[src/rtl/i2s_ff_pkg.sv]
package i2s_ff_pkg;
    localparam int REG_AW = 3;

    typedef enum logic [REG_AW-1:0] {
        REG_CTRL = 3'd0,
        REG_MODE = 3'd1,
        REG_PSC  = 3'd2,
        REG_FCTL = 3'd3,
        REG_DATA = 3'd4
    } reg_sel_e;

    localparam int CTRL_EN    = 0;
    localparam int CTRL_RXDMA = 4;
    localparam int CTRL_TXDMA = 5;
    localparam int CTRL_RXRDY = 6;
    localparam int CTRL_TXBSY = 7;
    localparam int CTRL_W     = 9;

    localparam int MODE_RX = 6;
    localparam int MODE_TX = 7;

    localparam int FEN_RX = 0;
    localparam int FEN_TX = 1;
endpackage

[src/rtl/i2s_sample_fifo.sv]
module i2s_sample_fifo #(
    parameter int WIDTH = 16,
    parameter int DEPTH = 8
) (
    input  logic                         clk,
    input  logic                         rst_n,
    input  logic                         push,
    input  logic [WIDTH-1:0]             wdata,
    input  logic                         pop,
    output logic [WIDTH-1:0]             head,
    output logic [$clog2(DEPTH+1)-1:0]   count
);
    localparam int CW = $clog2(DEPTH + 1);
    localparam int PW = (DEPTH > 1) ? $clog2(DEPTH) : 1;

    typedef struct packed {
        logic [DEPTH-1:0][WIDTH-1:0] mem;
        logic [PW-1:0]               wp;
        logic [PW-1:0]               rp;
        logic [CW-1:0]               cnt;
    } fifo_st_t;

    fifo_st_t st_d, st_q;
    logic do_push, do_pop;

    always_comb begin
        st_d    = st_q;
        do_push = push && (st_q.cnt < CW'(DEPTH));
        do_pop  = pop && (st_q.cnt != '0);
        if (do_push) begin
            st_d.mem[st_q.wp] = wdata;
            st_d.wp = (st_q.wp == PW'(DEPTH - 1)) ? '0 : st_q.wp + 1'b1;
        end
        if (do_pop) begin
            st_d.rp = (st_q.rp == PW'(DEPTH - 1)) ? '0 : st_q.rp + 1'b1;
        end
        case ({do_push, do_pop})
            2'b10:   st_d.cnt = st_q.cnt + 1'b1;
            2'b01:   st_d.cnt = st_q.cnt - 1'b1;
            default: st_d.cnt = st_q.cnt;
        endcase
    end

    always_ff @(posedge clk) begin
        if (!rst_n) st_q <= '0;
        else        st_q <= st_d;
    end

    assign head  = st_q.mem[st_q.rp];
    assign count = st_q.cnt;

    // a queue never holds more than its depth
    p_fifo_bound_r5: assert property (@(posedge clk) disable iff (!rst_n)
        st_q.cnt <= CW'(DEPTH));
endmodule

[src/rtl/i2s_tx_holdoff.sv]
module i2s_tx_holdoff #(
    parameter int HOLD = 8
) (
    input  logic clk,
    input  logic rst_n,
    input  logic start,
    output logic busy
);
    localparam int HW = $clog2(HOLD + 1);

    logic [HW-1:0] hold_d, hold_q;

    always_comb begin
        if (start)               hold_d = HW'(HOLD);
        else if (hold_q != '0)   hold_d = hold_q - 1'b1;
        else                     hold_d = hold_q;
    end

    always_ff @(posedge clk) begin
        if (!rst_n) hold_q <= '0;
        else        hold_q <= hold_d;
    end

    assign busy = (hold_q != '0);

    // an emptying drain arms the full holdoff window
    p_hold_armed_r7: assert property (@(posedge clk) disable iff (!rst_n)
        start |=> (busy && hold_q == HW'(HOLD)));
endmodule

[src/rtl/i2s_fifo_front.sv]
module i2s_fifo_front
    import i2s_ff_pkg::*;
#(
    parameter int DW    = 32,
    parameter int SW    = 16,
    parameter int DEPTH = 8,
    parameter int HOLD  = 8
) (
    input  logic              clk,
    input  logic              rst_n,
    input  logic              bus_wr,
    input  logic              bus_rd,
    input  logic [REG_AW-1:0] bus_addr,
    input  logic [DW-1:0]     bus_wdata,
    output logic [DW-1:0]     bus_rdata,
    output logic              tx_valid,
    input  logic              tx_ready,
    output logic [SW-1:0]     tx_data,
    input  logic              rx_valid,
    output logic              rx_ready,
    input  logic [SW-1:0]     rx_data,
    output logic              tx_dreq,
    output logic              rx_dreq
);
    localparam int CW = $clog2(DEPTH + 1);

    typedef struct packed {
        logic [CTRL_W-1:0] ctrl;
        logic [DW-1:0]     mode;
        logic [DW-1:0]     psc;
        logic [1:0]        fen;
        logic              byp_v;
        logic [SW-1:0]     byp_d;
    } regs_t;

    regs_t r_d, r_q;

    logic [SW-1:0] tx_head, rx_head;
    logic [CW-1:0] tx_cnt, rx_cnt;
    logic en_tx, en_rx, tx_fifo_on, rx_fifo_on, dp_wr, dp_rd;
    logic tx_push, tx_pop, rx_push, rx_pop, drained, hold_busy, tx_fire;

    always_comb begin
        en_tx      = r_q.ctrl[CTRL_EN] && r_q.mode[MODE_TX];
        en_rx      = r_q.ctrl[CTRL_EN] && r_q.mode[MODE_RX];
        tx_fifo_on = r_q.fen[FEN_TX];
        rx_fifo_on = r_q.fen[FEN_RX];
        dp_wr      = bus_wr && (bus_addr == REG_DATA);
        dp_rd      = bus_rd && (bus_addr == REG_DATA);

        tx_push  = dp_wr && en_tx && tx_fifo_on && (tx_cnt < CW'(DEPTH));
        tx_valid = tx_fifo_on ? (en_tx && (tx_cnt != '0) && !hold_busy) : r_q.byp_v;
        tx_data  = tx_fifo_on ? tx_head : r_q.byp_d;
        tx_fire  = tx_valid && tx_ready;
        tx_pop   = tx_fifo_on && tx_fire;
        drained  = tx_pop && (tx_cnt == CW'(1)) && !tx_push;

        rx_ready = rx_fifo_on ? (en_rx && (rx_cnt < CW'(DEPTH))) : (dp_rd && en_rx);
        rx_push  = rx_fifo_on && rx_valid && rx_ready;
        rx_pop   = dp_rd && en_rx && rx_fifo_on && (rx_cnt != '0);

        tx_dreq = r_q.ctrl[CTRL_TXDMA] && (!tx_fifo_on || (tx_cnt < CW'(DEPTH)));
        rx_dreq = r_q.ctrl[CTRL_RXDMA] && (!rx_fifo_on || (rx_cnt != '0));
    end

    always_comb begin
        r_d = r_q;
        if (bus_wr) begin
            case (bus_addr)
                REG_CTRL: r_d.ctrl = {r_q.ctrl[CTRL_W-1:6], bus_wdata[5:0]};
                REG_MODE: r_d.mode = bus_wdata;
                REG_PSC:  r_d.psc  = bus_wdata;
                REG_FCTL: r_d.fen  = bus_wdata[9:8];
                default:  ;
            endcase
        end
        if (tx_push)      r_d.ctrl[CTRL_TXBSY] = 1'b1;
        else if (drained) r_d.ctrl[CTRL_TXBSY] = 1'b0;
        if (rx_pop)
            r_d.ctrl[CTRL_RXRDY] = 1'b1;
        else if (rx_push && (rx_cnt == CW'(DEPTH - 1)))
            r_d.ctrl[CTRL_RXRDY] = 1'b0;
        if (dp_wr && en_tx && !tx_fifo_on) begin
            r_d.byp_v = 1'b1;
            r_d.byp_d = bus_wdata[SW-1:0];
        end else if (!tx_fifo_on && tx_fire) begin
            r_d.byp_v = 1'b0;
        end
    end

    always_ff @(posedge clk) begin
        if (!rst_n) r_q <= '0;
        else        r_q <= r_d;
    end

    always_comb begin
        bus_rdata = '0;
        case (bus_addr)
            REG_CTRL: bus_rdata = DW'(r_q.ctrl);
            REG_MODE: bus_rdata = r_q.mode;
            REG_PSC:  bus_rdata = r_q.psc;
            REG_FCTL: begin
                bus_rdata[9:8] = r_q.fen;
                bus_rdata[7:4] = 4'(tx_cnt);
                bus_rdata[3:0] = 4'(rx_cnt);
            end
            REG_DATA: begin
                if (rx_pop)
                    bus_rdata = DW'(rx_head);
                else if (dp_rd && en_rx && !rx_fifo_on && rx_valid)
                    bus_rdata = DW'(rx_data);
            end
            default: bus_rdata = '0;
        endcase
    end

    i2s_sample_fifo #(.WIDTH(SW), .DEPTH(DEPTH)) u_tx_fifo (
        .clk(clk), .rst_n(rst_n), .push(tx_push), .wdata(bus_wdata[SW-1:0]),
        .pop(tx_pop), .head(tx_head), .count(tx_cnt)
    );

    i2s_sample_fifo #(.WIDTH(SW), .DEPTH(DEPTH)) u_rx_fifo (
        .clk(clk), .rst_n(rst_n), .push(rx_push), .wdata(rx_data),
        .pop(rx_pop), .head(rx_head), .count(rx_cnt)
    );

    i2s_tx_holdoff #(.HOLD(HOLD)) u_holdoff (
        .clk(clk), .rst_n(rst_n), .start(drained), .busy(hold_busy)
    );

    // an accepted playback write marks the transmit side busy
    p_push_busy_r5: assert property (@(posedge clk) disable iff (!rst_n)
        tx_push |=> r_q.ctrl[CTRL_TXBSY]);

    // a full capture queue refuses the serializer
    p_rx_full_r9: assert property (@(posedge clk) disable iff (!rst_n)
        (rx_fifo_on && rx_cnt == CW'(DEPTH)) |-> !rx_ready);

    // removing a capture sample flags data ready to software
    p_pop_ready_r10: assert property (@(posedge clk) disable iff (!rst_n)
        rx_pop |=> r_q.ctrl[CTRL_RXRDY]);

    // a push alongside the last drain leaves exactly one sample
    p_overlap_r8: assert property (@(posedge clk) disable iff (!rst_n)
        (tx_push && tx_pop && tx_cnt == CW'(1)) |=> (tx_cnt == CW'(1) && !hold_busy));
endmodule

[config.mk]
export PLATFORM = sky130hd
export DESIGN_NAME = i2s_fifo_front
export DESIGN_NICKNAME = d
export VERILOG_FILES = /design/src/rtl/i2s_ff_pkg.sv /design/src/rtl/i2s_sample_fifo.sv /design/src/rtl/i2s_tx_holdoff.sv /design/src/rtl/i2s_fifo_front.sv
export SDC_FILE = /design/constraint.sdc
export NUM_CORES = 1
export LEC_CHECK = 0
export BUFFER_PORTS_ARGS = -buffer_cell sky130_fd_sc_hd__buf_2
export CAP_MARGIN = 5
export CORE_MARGIN = 2
export CORE_UTILIZATION = 40
export DETAILED_ROUTE_END_ITERATION = 8
export PLACE_DENSITY_LB_ADDON = 0.3
export SLEW_MARGIN = 15
export SYNTH_ARGS = -nofsm -noshare
export SYNTH_HDL_FRONTEND = slang
export SYNTH_SLANG_ARGS = --single-unit
export TNS_END_PERCENT = 30
[constraint.sdc]
create_clock -name clk -period 4.4 [get_ports clk]
set_input_delay 0.88 -clock clk [delete_from_list [all_inputs] [get_ports clk]]
set_output_delay 0.88 -clock clk [all_outputs]
set_load 0.05 [all_outputs]
# Yosys cells after proc, flatten, opt, wreduce, memory -nomap -nowiden
# Index checks and enable logic that the tools add are counted.
word_totals:
  word_cells: 148
  out_inout_bits: 52
  register_bits: 371
  in_bits: 57
classes:
  n_bitwise: 1
  add_sub_neg: 9
  mux: 31
  n_lt_le_gt_ge: 8
  reduce_logical: 53
  n_eq_ne: 14
op_table:
  columns: ["op", "n"]
  rows:
  - ["$bwmux 128", 2]
  - ["$bmux 16 s3", 2]
  - ["$demux 16 s3", 2]
  - ["$mux 16", 6]
  - ["$pmux 22 s3", 1]
  - ["$pmux 10 s5", 1]
  - ["$logic_and 1x1->1", 32]
  - ["$mux 32", 1]
  - ["$lt 3x4->1 const B", 4]
  - ["$pmux 4 s2", 2]
  - ["$eq 3x3->1 const B", 5]
  - ["$add 3x1->3 const B", 4]
  - ["$mux 3", 4]
  - ["$reduce_bool 2->1", 6]
  - ["$reduce_bool 4->1", 3]
  - ["$sub 4x1->4 const B", 3]
  - ["$add 4x1->4 const B", 2]
  - ["$lt 4x4->1 const B", 2]
  - ["$mux 1", 8]
  - ["$mux 4", 2]
  - ["$reduce_and 2->1", 4]
  - ["$eq 3x2->1 const B", 2]
  - ["$ge 3x1->1 const B", 2]
  - ["$eq 2x1->1 const B", 2]
  - ["9 further kinds", 14]

# Longest topological paths before layout
# Gate-level depths: netlist of the first run.
depth:
  word_depth: 10
  mapped_depth: 10
  ltp_nobuf: 9

# Modules after synthesis
# Synthesis of the first run repeated with hierarchy kept, for this count alone.
hier_totals:
  hier_cells: 1927
  hier_area_um2: 17679.5
modules_own_cells:
  columns: ["mod", "cells_each", "area_per_inst_um2", "seq_area_each_um2", "instances"]
  rows:
  - ["i2s_sample_fifo", 693, 6454.9, 2762.6, 2]
  - ["i2s_fifo_front", 519, 4564.4, 1821.7, 1]
  - ["i2s_tx_holdoff", 22, 205.2, 80.1, 1]

# Worst setup path before layout of the first run
# OpenSTA, ideal clock, no wires.
synth_timing:
  kind: "in2out"
  from: "input bus_addr[1]"
  to: "output bus_rdata[2]"
  cell_stages: 5
  t_arrival_ns: 2.922
  t_required_ns: 3.520
  path_buffers: 2
  slack_ns: 0.598
  cell_sequence: "buf_4 -> nand4bb_1 -> or3_1 -> clkbuf_1 -> o21ai_0"
synth_via:
  elab_chain_len: 8
  word_cells_on_any_way: 14
  cone_classes: "eq/ne (4); mux (3); reduce/logical (7)"
synth_lines:
  columns: ["item", "line", "rtl"]
  rows:
  - ["start, declared", "i2s_fifo_front.sv:13", "input logic [REG_AW-1:0] bus_addr,"]
  - ["$eq 3x3->1", "i2s_fifo_front.sv:49, i2s_fifo_front.sv:98", null]
  - ["$logic_and 1x1->1", "i2s_fifo_front.sv:49", "dp_rd = bus_rd && (bus_addr == REG_DATA);"]
  - ["$logic_and 1x1->1", "i2s_fifo_front.sv:60, i2s_fifo_front.sv:110", null]
  - ["$logic_and 1x1->1 (2 in a row)", "i2s_fifo_front.sv:110", "else if (dp_rd && en_rx && !rx_fifo_on && rx_valid)"]
  - ["$mux 16", "i2s_fifo_front.sv:110", null]
  - ["$mux 32", "i2s_fifo_front.sv:108", "if (rx_pop)"]
  - ["$pmux 10 s5 (*)", "i2s_fifo_front.sv:98", "case (bus_addr)"]
  - ["end, declared", "i2s_fifo_front.sv:15", "output logic [DW-1:0] bus_rdata,"]
# Every way passes the cells marked *; elsewhere a longest branch is shown, timed or not.

# Worst setup path after layout of the first run
layout_timing:
  from: "input bus_addr[2]"
  to: "output bus_rdata[8]"
# Same word-level chain as after synthesis.

==> impl_metrics.tcl, run 1 <==
set metrics [dict create \
    status "finished, final reports clean" \
    synth-edff-count 0 \
    via_per_inst 5.424 \
    cts-resized-gates 0 \
    path_cells "buf_2 -> nand4bb_1 -> or3_1 -> o221ai_1 -> buf_2" \
    rsz0062_at_grt "false" \
    crit_type "in -> out" \
    setup_tns_ns 0 \
    synthTopCellsByArea "dfxtp_1, mux2i_1, mux4_2" \
    yosysSeqAreaShare_pct 44.21 \
    seqPwrFrac_pct 47.2 \
    die_h_um 208.9 \
    hold_path.startpoint "r_q[70]" \
    p_sw_mw 1.639 \
    avgSynthCellArea_um2 10.05 \
    fin_crit_ns 3.851 \
    clock_sinks 371 \
    top_layer "met4" \
    synth_cell_types 59 \
    hold_end "r_q[70]" \
    wl_met2_um 19510 \
    met1_length_um 19900 \
    grt_overflow_total 0 \
    area_delta_synth_final_pct 13.39 \
    endpoint_kind "output port" \
    tightest_slew_ns 0.9431 \
    reg2reg_to "u_rx_fifo.count[3]" \
    grt_first_pass_wirelength_um 68230 \
    htreeDepth 2 \
    skew_ns 0.01734 \
    core_area_um2 41670 \
    place_congestion 0.8540 \
    antenna_found_initial 2 \
    arrival_ns 2.97 \
    numCtsBuffers 42 \
    finalInstanceArea_um2 19050 \
    finalSetupViolCount 0 \
    hold_path.class "reg -> reg" \
    ys.flop_type "dfxtp_1" \
    nFillCells 3940 \
    via_count 12370 \
    crit_top_cell "buf_2" \
    reg2reg_slack_ns 1.32 \
    drive_above_1_share_pct 17.71 \
    syn_nets 1746 \
    fp.dieArea_um2 43660 \
    cts_tree "done" \
    total_power_mw 7.229 \
    postPlaceCellArea_um2 17680 \
    post-place-ws_ns 0.5364 \
    r2r_start "u_rx_fifo.count[0]" \
    synth_warnings 0 \
    grt_usage_pct 19.80 \
    synth_commonest_cells "dfxtp_1, mux2i_1, nor2b_1, nand2_1, o21ai_0" \
    peakVddDrop_mv 0.2330 \
    critical_path.max_stage_delay_ns 0.74 \
    hpwl_um 27150 \
    clkTransAtPathRegs_ns 0.05 \
    start_util_pct 40.32 \
    dr.first_iter.drc_count 905 \
    routed_wirelength_um 43120 \
    p_int_mw 5.590 \
    synth_seq_cells 371 \
    hold_depth 2 \
    drv_cap 0 \
    synth_top_area_share_pct 44.21 \
    portBuffers 108 \
    io_pins 109 \
    synthCells 1671 \
    required_ns 3.52 \
    fmax_mhz 259.7 \
    leakage_nw 6.778 \
    maxSlewViolCount 0 \
    routedWlPerCell_um 18.91 \
    power.share.clock_pct 47.7 \
    clockBufferDepth 3 \
    fin_util_pct 45.72 \
    p_sw_share_pct 22.67 \
    relSlewSlack_pct 36.98 \
    post_cts_buffers 0 \
    finalHoldViolCount 0 \
    clk_latency_ns 0.56 \
    nets 1782 \
    synth.cell_area_um2 16800 \
    clockRootBuffer "clkbuf_16" \
    die_w_um 208.9 \
    critPathSlowestCell "or3_1" \
    r2r_cells 9 \
    post-route-period-util_pct 87.53 \
    fp-row-count 75 \
    cp_max_fo 21 \
    grt_max_degree 154 \
    p_per_area_nw_per_um2 379.5 \
    drcViolationCount 0 \
    hold_buffers 0 \
    grt_pass1_vias 12030 \
    async_flop_share_pct 0 \
    drt_pass1_iterations 7 \
    yosysMostFrequentCell "dfxtp_1" \
    yosys.area.top_type "dfxtp_1" \
    ant_nets 0 \
    startpoint_type "input port" \
    wl_met3_um 2645 \
    fin_ws_ns 0.5489 \
    comb_power_share_pct 5.1 \
]
[per-layer routing]
layer,global-route usage [%],vias to the layer above
met3,3.937,57
met4,5.739,0
met5,0,-
li1,-,5989
met1,27.10,6024
met2,31.77,296
[critical path, delay by kind of cell]
family / cells / cell delay (ns)
AO/OA/AOI/OAI: 1 / 0.40
buffers and inverters: 2 / 0.70
AND/OR/NAND/NOR: 2 / 0.98
[cell families after synthesis]
group	synth area share, %
AND/OR/NAND/NOR	18.19
multiplexers	21.05
adder cells (fa/ha/maj)	1.385
AO/OA/AOI/OAI	10.37
XOR/XNOR	0.3128
flip-flops	44.21
buffers and inverters	4.491
[power groups by stage]
stage	combinational (mW)	clock [mW]	sequential (mW)
floorplan	0.263	0	3.48
global placement	0.360	0	3.49
detailed placement	0.365	0	3.49
CTS	0.367	3.54	3.41
global route	0.400	3.68	3.42
finish	0.365	3.45	3.41
[through the flow]
| stage | cells | hold WS (ns) |
|---|---|---|
| floorplan | 1671 | 0.4383 |
| global placement | 2202 | 0.4469 |
| detailed placement | 2202 | 0.4572 |
| CTS | 2278 | 0.4647 |
| global route | 2280 | 0.4794 |
| finish | 2280 | 0.4622 |
[worst max path at each step]
stage | cells after the start | startpoint | end | slack (ns)
3_5_place_dp | 10 | bus_addr[2] | u_rx_fifo.count[3] | 0.54
2_1_floorplan | 5 | bus_addr[1] | bus_rdata[2] | 0.60
6_report | 5 | bus_addr[2] | bus_rdata[8] | 0.55
5_1_grt | 5 | bus_addr[2] | bus_rdata[9] | 0.40
3_3_place_gp | 10 | bus_addr[2] | u_rx_fifo.count[3] | 0.65
4_1_cts | 5 | bus_addr[2] | bus_rdata[9] | 0.59
[flip-flops by register name, summed over array words and instances, names as in the netlist]
register	cells
u_holdoff.hold_q	4
u_tx_fifo.count	4
u_rx_fifo.count	4
u_rx_fifo.st_q	134
u_tx_fifo.st_q	134
r_q	91
[area by class of cell]
| class | instances | area [µm²] | share of cell area (%) |
|---|---|---|---|
| repair buffers | 147 | 880.8 | 4.624 |
| inverters | 11 | 41.29 | 0.2167 |
| well taps | 539 | 674.4 | 3.540 |
| diodes | 2 | 5.005 | 0.02627 |
| multi-input cells | 1134 | 8653 | 45.43 |
| clock inverters | 14 | 127.6 | 0.6699 |
| clock buffers | 62 | 1237 | 6.496 |
| flip-flops and latches | 371 | 7430 | 39.00 |
[cells in the final DEF, fill, tap and decap left out, types with 3 or more instances in the layout]
cell type and instances:
a22o_1 16, nor4_4 3, nand2b_1 4, a21boi_0 72, o21ai_0 150, dfxtp_1 369, mux4_2 72, clkinv_2 10
and2_1 9, nand4_1 4, a21oi_1 27, clkbuf_8 9, buf_2 107, buf_12 3, and3_1 3, nor2_1 26
clkbuf_1 10, clkbuf_16 43, xnor2_1 4, ha_1 17, buf_4 36, nor2b_1 166, nand3_1 140, or3_1 4
a222oi_1 6, nand2_1 165, nand4b_1 9, mux2i_1 189, inv_1 11
Power figures use the tool's default switching activity.
==> run 2: changes to the inputs <==
--- a/config.mk
+++ b/config.mk
@@ -8,7 +8,7 @@
 export BUFFER_PORTS_ARGS = -buffer_cell sky130_fd_sc_hd__buf_2
 export CAP_MARGIN = 5
 export CORE_MARGIN = 2
-export CORE_UTILIZATION = 40
+export CORE_UTILIZATION = 60
 export DETAILED_ROUTE_END_ITERATION = 8
 export PLACE_DENSITY_LB_ADDON = 0.3
 export SLEW_MARGIN = 15
==> impl_metrics.tcl, run 2 (same netlist as run 1, synthesis figures left out) <==
set metrics [dict create \
    clockRootBuffer "clkbuf_16" \
    clk_latency_ns 0.51 \
    routed_wirelength_um 39490 \
    io_pins 109 \
    r2r_start "r_q[83]" \
    htreeDepth 2 \
    via_count 12340 \
    post-route-period-util_pct 86.33 \
    crit_type "in -> out" \
    clkTransAtPathRegs_ns 0.06 \
    hold_depth 2 \
    relSlewSlack_pct 33.98 \
    core_area_um2 27710 \
    drcViolationCount 0 \
    drive_above_1_share_pct 17.61 \
    status "finished, final reports clean" \
    die_h_um 171.3 \
    hold_buffers 0 \
    peakVddDrop_mv 0.2749 \
    arrival_ns 2.92 \
    hold_path.startpoint "r_q[67]" \
    fin_util_pct 67.79 \
    multi_input_area_um2 8641 \
    fin_crit_ns 3.799 \
    cts-resized-gates 0 \
    nets 1785 \
    post_cts_buffers 0 \
    crit_top_cell "buf_2" \
    critPathSlowestCell "or3_1" \
    total_power_mw 7.079 \
    grt_overflow_total 0 \
    clock_sinks 371 \
    startpoint_type "input port" \
    portBuffers 108 \
    clockBufferDepth 3 \
    endpoint_kind "output port" \
    path_delay_family "simple AND/OR/NAND/NOR gates" \
    fp.dieArea_um2 29350 \
    p_per_area_nw_per_um2 377.0 \
    path_cells "buf_2 -> nand4bb_1 -> or3_1 -> o21ai_0 -> buf_2" \
    fmax_mhz 263.3 \
    hpwl_um 24640 \
    fin_cells 2118 \
    hold_path.class "reg -> reg" \
    final_common_cell "dfxtp_1" \
    ant_nets 0 \
    fp-row-count 61 \
    area_delta_synth_final_pct 11.79 \
    grt_max_degree 145 \
    grt_first_pass_wirelength_um 62850 \
    cp_max_fo 21 \
    crit_start "bus_addr[0]" \
    setup_tns_ns 0 \
    finalSetupViolCount 0 \
    dr.first_iter.drc_count 993 \
    leakage_nw 6.750 \
    post-place-cells 2047 \
    skew_ns 0.006972 \
    crit_cells 5 \
    reg_top3 "u_rx_fifo.st_q (134), u_tx_fifo.st_q (134), r_q (91)" \
    routedWlPerCell_um 18.65 \
    via_per_inst 5.824 \
    tightest_slew_ns 0.9880 \
    rsz0062_at_grt "false" \
    grt_usage_pct 26.74 \
    layout_common_cells "dfxtp_1, mux2i_1, nor2b_1, nand2_1, o21ai_0" \
    drt_pass1_iterations 7 \
    required_ns 3.52 \
    regArea_um2 7431 \
    antenna_found_initial 1 \
    finalHoldViolCount 0 \
    die_w_um 171.3 \
    critical_path.max_stage_delay_ns 0.70 \
    crit_buf_inv 2 \
    start_util_pct 60.64 \
    numCtsBuffers 39 \
    grt_pass1_vias 12020 \
    drv_cap 0 \
    nFillCells 2107 \
    r2r_cells 9 \
    place_congestion 0.8025 \
    maxSlewViolCount 0 \
    cts_tree "done" \
]
run 2: changes by cell type in the layout (fill, tap and decap cells not counted), sizes merged:
cell	previous run	this run
buf	147	153
bufinv	2	4
inv	13	12
clkinv	10	5
clkbuf	62	59
run 2: per-layer routing:
layer | up-vias | wire length (µm) | track usage [%]
met1 | 5936 | 17130 | 34.12
met3 | 78 | 1740 | 2.968
met2 | 321 | 19510 | 47.32
met5 | - | 0 | 0
met4 | 0 | 1105 | 8.917
li1 | 6001 | - | -
run 2: layout make-up:
cell class | count | area share (%)
clock buffer | 59 | 6.023
tap | 378 | 2.518
clock inverter | 10 | 0.8394
inverter | 11 | 0.2199
multi-input combinational | 1134 | 46.01
antenna | 2 | 0.02665
sequential | 371 | 39.57
timing repair buffer | 153 | 4.797
run 2: metrics by stage:
stage | hold slack [ns] | cell area, µm² | setup WS (ns)
2_1_floorplan | 0.4383 | 16800 | 0.5977
3_3_place_gp | 0.4471 | 17490 | 0.6799
3_5_place_dp | 0.4571 | 17490 | 0.5722
4_1_cts | 0.4658 | 18780 | 0.6878
5_1_grt | 0.4828 | 18780 | 0.5639
6_report | 0.4627 | 18780 | 0.6013
run 2: final timing paths:
check / to / slack (ns)
setup / recovery: bus_rdata[15] / 0.60
hold / removal: r_q[67] / 0.46
setup reg to reg: u_rx_fifo.count[3] / 1.33
hold reg to reg: r_q[67] / 0.46
run 2: power breakdown:
part / internal [mW] / leakage [nW] / total [mW] / switching, mW
clock network: 2.01 / 0.633 / 3.31 / 1.30
registers: 3.39 / 2.99 / 3.41 / 0.0240
logic: 0.136 / 3.13 / 0.359 / 0.223
total: 5.53 / 6.75 / 7.08 / 1.55
run 2: worst register-to-register path, cell delays in order (launching register included):
cell and delay [ns]:
dfxtp_1 0.58, nand3_1 0.14, or3_1 0.72, inv_1 0.25
ha_1 0.25, ha_1 0.25, a21o_1 0.18, a21oi_1 0.19
mux2i_1 0.23, mux2i_1 0.21
